**src/rtl/bitu_pkg.sv**
```systemverilog
package bitu_pkg;
  localparam int OP_W = 4;

  // Odd codes from 4 to 13 are the inverted-operand forms of the even code below them.
  typedef enum logic [OP_W-1:0] {
    BOP_SET  = 4'd0,
    BOP_CLR  = 4'd1,
    BOP_INV  = 4'd2,
    BOP_TST  = 4'd3,
    BOP_LD   = 4'd4,
    BOP_ILD  = 4'd5,
    BOP_ST   = 4'd6,
    BOP_IST  = 4'd7,
    BOP_AND  = 4'd8,
    BOP_IAND = 4'd9,
    BOP_OR   = 4'd10,
    BOP_IOR  = 4'd11,
    BOP_XOR  = 4'd12,
    BOP_IXOR = 4'd13,
    BOP_RSV0 = 4'd14,
    BOP_RSV1 = 4'd15
  } bop_e;

  typedef struct packed {
    logic wr;
    logic new_bit;
    logic c_next;
    logic z_upd;
    logic z_val;
  } bop_res_t;
endpackage

```
**src/rtl/bitu_mask.sv**
```systemverilog
module bitu_mask #(
  parameter int IDX_W  = 3,
  localparam int DATA_W = 1 << IDX_W
) (
  input  logic [IDX_W-1:0]  idx,
  output logic [DATA_W-1:0] mask
);
  for (genvar k = 0; k < DATA_W; k++) begin : g_dec
    assign mask[k] = (idx == k[IDX_W-1:0]);
  end
endmodule

```
**src/rtl/bitu_eval.sv**
```systemverilog
module bitu_eval
  import bitu_pkg::*;
(
  input  bop_e     op,
  input  logic     sel_bit,
  input  logic     c_in,
  output bop_res_t res
);
  logic operand;
  logic [OP_W-1:0] code;

  assign code    = op;
  assign operand = sel_bit ^ code[0];

  always_comb begin
    res.wr      = 1'b0;
    res.new_bit = sel_bit;
    res.c_next  = c_in;
    res.z_upd   = 1'b0;
    res.z_val   = ~sel_bit;
    case (op)
      BOP_SET: begin res.wr = 1'b1; res.new_bit = 1'b1;     end
      BOP_CLR: begin res.wr = 1'b1; res.new_bit = 1'b0;     end
      BOP_INV: begin res.wr = 1'b1; res.new_bit = ~sel_bit; end
      BOP_TST: res.z_upd = 1'b1;
      BOP_LD, BOP_ILD:   res.c_next = operand;
      BOP_ST, BOP_IST: begin
        res.wr      = 1'b1;
        res.new_bit = c_in ^ code[0];
      end
      BOP_AND, BOP_IAND: res.c_next = operand & c_in;
      BOP_OR,  BOP_IOR:  res.c_next = operand | c_in;
      BOP_XOR, BOP_IXOR: res.c_next = operand ^ c_in;
      default: ;
    endcase
  end
endmodule

```
**src/rtl/bitu_merge.sv**
```systemverilog
module bitu_merge #(
  parameter int DATA_W = 8
) (
  input  logic [DATA_W-1:0] data,
  input  logic [DATA_W-1:0] mask,
  input  logic              wr,
  input  logic              new_bit,
  output logic [DATA_W-1:0] merged
);
  always_comb begin
    if (wr) merged = (data & ~mask) | (mask & {DATA_W{new_bit}});
    else    merged = data;
  end
endmodule

```
**src/rtl/bit_ops_unit.sv**
```systemverilog
module bit_ops_unit
  import bitu_pkg::*;
#(
  parameter int IDX_W    = 3,
  parameter int IDX_IN_W = 4,
  localparam int DATA_W  = 1 << IDX_W
) (
  input  logic                clk,
  input  logic                rst_n,
  input  logic                in_valid,
  input  logic [DATA_W-1:0]   in_data,
  input  logic [IDX_IN_W-1:0] in_idx,
  input  logic [OP_W-1:0]     in_op,
  input  logic                in_c,
  output logic                out_valid,
  output logic [DATA_W-1:0]   out_data,
  output logic                out_wr,
  output logic                out_c,
  output logic                out_z
);
  logic [IDX_W-1:0]  idx_lo;
  logic [DATA_W-1:0] mask;
  logic [DATA_W-1:0] merged;
  logic              sel_bit;
  bop_res_t          res;
  bop_e              op;

  assign idx_lo  = in_idx[IDX_W-1:0];
  assign op      = bop_e'(in_op);
  assign sel_bit = |(in_data & mask);

  if (IDX_IN_W > IDX_W) begin : g_idx_hi
    logic unused_idx_hi;
    assign unused_idx_hi = ^in_idx[IDX_IN_W-1:IDX_W];
  end

  bitu_mask #(.IDX_W(IDX_W)) u_mask (.idx(idx_lo), .mask(mask));

  bitu_eval u_eval (.op(op), .sel_bit(sel_bit), .c_in(in_c), .res(res));

  bitu_merge #(.DATA_W(DATA_W)) u_merge (
    .data(in_data), .mask(mask), .wr(res.wr),
    .new_bit(res.new_bit), .merged(merged)
  );

  always_ff @(posedge clk or negedge rst_n) begin
    if (!rst_n) begin
      out_valid <= 1'b0;
      out_wr    <= 1'b0;
      out_data  <= '0;
      out_c     <= 1'b0;
      out_z     <= 1'b0;
    end else begin
      out_valid <= in_valid;
      out_wr    <= in_valid & res.wr;
      if (in_valid) begin
        out_data <= merged;
        out_c    <= res.c_next;
        if (res.z_upd) out_z <= res.z_val;
      end
    end
  end
endmodule

```
**config.mk**
```make
export PLATFORM = sky130hd
export DESIGN_NAME = bit_ops_unit
export DESIGN_NICKNAME = d
export VERILOG_FILES = /design/src/rtl/bitu_pkg.sv /design/src/rtl/bitu_mask.sv /design/src/rtl/bitu_eval.sv /design/src/rtl/bitu_merge.sv /design/src/rtl/bit_ops_unit.sv
export SDC_FILE = /design/constraint.sdc
export NUM_CORES = 1
export LEC_CHECK = 0
export BUFFER_PORTS_ARGS = -buffer_cell sky130_fd_sc_hd__buf_2
export CAP_MARGIN = 5
export CORE_MARGIN = 5
export CORE_UTILIZATION = 35
export CTS_CLUSTER_DIAMETER = 100
export DETAILED_ROUTE_END_ITERATION = 10
export PLACE_DENSITY = 0.61
export SLEW_MARGIN = 20
export SYNTH_ARGS = -nofsm -noshare
export SYNTH_HDL_FRONTEND = slang
export SYNTH_SLANG_ARGS = --single-unit
```
**constraint.sdc**
```tcl
create_clock -name clk -period 0.8 [get_ports clk]
set_input_delay 0.16 -clock clk [delete_from_list [all_inputs] [get_ports clk]]
set_output_delay 0.16 -clock clk [all_outputs]
set_load 0.05 [all_outputs]
```
==> qor.csv <==
stage,metric,value,unit
place,detailed_place_hpwl,2100,µm
sta,slew_headroom,64.2,%
setup_path,r2r_cells,4,
setup_path,crit_arrival,1.96,ns
routing,drc,0,
sta,rsz0062_at_grt,yes,
setup_path,cp-end-kind,flip-flop,
setup_path,cp.required,1.00,ns
cells_and_area,drive_above_1_share,56.5,%
sta,slew_violations,0,
cells_and_area,stdcell_area,1600,µm²
routing,vias,1027,
synthesis,yosys.area.top_type_share,34.6,%
floorplan,die-area,3580,µm²
floorplan,die_h,59.8,µm
grt,grt_max_degree,13,
clock_tree,cts_root_buf,clkbuf_4,
cells_and_area,layoutNonFillerInstCount,200,
cells_and_area,antenna_cells,0,
clock_tree,clock_latency,0.29,ns
routing,routed_via_density,5.14,
routing,firstDrtPassIters,4,
clock_tree,cts.clk_slew.worst_paths,0.09,ns
synthesis,synth.yosys.seq_area_share,34.6,%
setup_path,start_kind,input port,
synthesis,syn_nets,121,
sta,tightest_slew,0.532,ns
cells_and_area,multi_input_area,636,µm²
floorplan,io_pins,32,
synthesis,synth_cell_types,39,
grt,grt-ovfl-total,0,
place,place_ws,-1.33,ns
sta,fin_crit,1.75,ns
worst_hold_path,whs_path_depth,2,
clock_tree,cts_max_level,1,
sta,setup_ws,-0.955,ns
sta,hold_violations,0,
grt,grt_pass1_vias,997,
job,cap_violations,0,
floorplan,die-width,59.8,µm
clock_tree,clkSinkCount,12,
place,place_congestion,0.800,
routing,drtIter0Drc,34,
place,place_inst,182,
synthesis,syn_area_per_cell,8.77,µm²
clock_tree,cts_buffer_depth,2,
synthesis,ys_seq_elements,12,
floorplan,fp.coreArea,2430,µm²
sta,setup_viol,22,
cells_and_area,final_cell_mix,"buf_4 (38), buf_2 (16), buf_6 (16), dfrtp_1 (12), nor2_1 (9)",
floorplan,initial_core_util,35.7,%
cells_and_area,syn2layout_area_growth,84.1,%
power,p_leak,0.785,nW
setup_path,cp_max_fo,5,
synthesis,ys.warnings.count,0,
grt,antenna_found_initial,0,
synthesis,syn_inst,99,
setup_path,critPathKind,in2reg,
synthesis,yosys-top-cells-area,"dfrtp_1 (35%), mux2i_1 (5.8%), nor2_1 (5.2%)",
run_status,outcome,"finished, violations left",
worst_hold_path,hold_class,in2reg,
synthesis,netlist.top_cell.by_area,dfrtp_1,
power,vdd_drop_max,1110,µV
run_status,violations,negative setup slack,
power,p_total,2.32,mW
cells_and_area,nFillCells,217,
synthesis,synth.cell_area,868,µm²
cells_and_area,fin_nets,193,
cells_and_area,layout_commonest_cell,buf_4,
sta,finalCritPeriodShare,219,%
clock_tree,cts_made_buffers,3,
grt,grt_pass1_wl,4490,µm
power,powerDensity,1450,nW/µm²
sta,fmax,570,MHz
sta,clock_skew,0,ns
routing,drt.antenna.violating_nets,0,
place,place_area,1290,µm²
place,port_buffers,30,
cells_and_area,regArea,300,µm²
clock_tree,cts_tree,yes,
routing,routed_wl,3010,µm
grt,track_usage,16.9,%
floorplan,num_rows,18,
routing,wl_per_cell,15.1,µm
[state kept, by name, summed over array words and instances (netlist names)]
signal,flops
out_c,1
out_wr,1
out_z,1
out_data,8
out_valid,1
[final timing paths]
check	start	to	slack, ns
max	in_idx[0]	out_c	-0.95
min	in_valid	out_valid	0.14
max reg2reg	out_data[3]	out_data[3]	-0.16
min reg2reg	out_data[1]	out_data[1]	0.51
max in group asynchronous	rst_n	out_data[2]	0.30
min in group asynchronous	rst_n	out_valid	0.27
[synthesized netlist by cell type (all sizes together)]
cell    instances
a2111o          1
a211o           4
a21o            1
a21oi           8
a221oi          1
a22oi           1
a311oi          1
a31oi           1
and2            1
and2b           1
and3            1
and3b           1
and4            1
buf             1
clkbuf          4
dfrtp          12
ha              2
inv             5
mux2            1
mux2i           5
mux4            1
nand2           8
nand2b          2
nand3b          1
nor2           12
nor2b           3
nor3            1
nor3b           1
nor4            2
nor4b           1
nor4bb          1
o21ai           4
o311ai          1
o31ai           1
o41ai           3
or2b            1
or3             1
or3b            1
xor2            1
[metrics by stage]
| step | util (%) | hold WS (ns) | TNS, ns |
|---|---|---|---|
| 6_report | 65.7 | 0.137 | -8.77 |
| 5_1_grt | 65.7 | 0.138 | -9.72 |
| 4_1_cts | 63.8 | 0.131 | -7.99 |
| 3_5_place_dp | 53.2 | 0.0594 | -9.18 |
| 3_3_place_gp | 53.2 | 0.0543 | -8.64 |
| 2_1_floorplan | - | -0.136 | -5.73 |
[critical path, stage by stage]
cell	delay [ns]
buf_8	0.11
mux2i_2	0.15
mux4_2	0.53
xor2_2	0.19
inv_1	0.07
ha_2	0.15
inv_1	0.03
a21oi_1	0.12
a311oi_1	0.05
a211o_1	0.23
a31oi_1	0.16
[metal layers]
metal  part of all wire, %  up-vias  global-route usage (%)
li1                      -      506                       -
met1                    41      487                    19.7
met2                    52       30                    29.8
met3                   5.8        4                    2.81
met4                   1.3        0                    7.59
met5                     0        -                       0
[cells by family (layout without fill, tap and decap cells)]
family                   Yosys count  after routing  share of synthesized area (%)
AND/OR/NAND/NOR                   40             40                           25.1
flip-flops                        12             12                           34.6
multiplexers                       7              7                           9.65
adder cells (fa/ha/maj)            2              2                           2.88
AO/OA/AOI/OAI                     27             27                           21.6
buffers and inverters             10             81                           5.19
XOR/XNOR                           1              1                           1.01
[power breakdown]
| group | leakage, nW | total [mW] | internal (mW) | switching [mW] |
|---|---|---|---|---|
| Combinational | 0.622 | 1.08 | 0.516 | 0.567 |
| Clock | 0.0210 | 0.517 | 0.277 | 0.240 |
| Sequential | 0.141 | 0.724 | 0.674 | 0.0496 |
[cell type report]
| class | count | area share (%) |
|---|---|---|
| clock buffer | 4 | 2.27 |
| inverter | 5 | 1.17 |
| multi-input combinational | 77 | 39.7 |
| sequential | 12 | 18.8 |
| tap | 30 | 2.35 |
| timing repair buffer | 72 | 35.7 |
[what timing repair did]
action | 4_1_cts | 5_1_grt
pin swaps | 7 | 0
hold buffers | 1 | 0
hold endpoints to repair | 12 | 0
resized for setup | 42 | 2
buffers inserted | 8 | 5
endpoints found under the setup margin | 22 | 22
(Power assumes the default switching activity.)
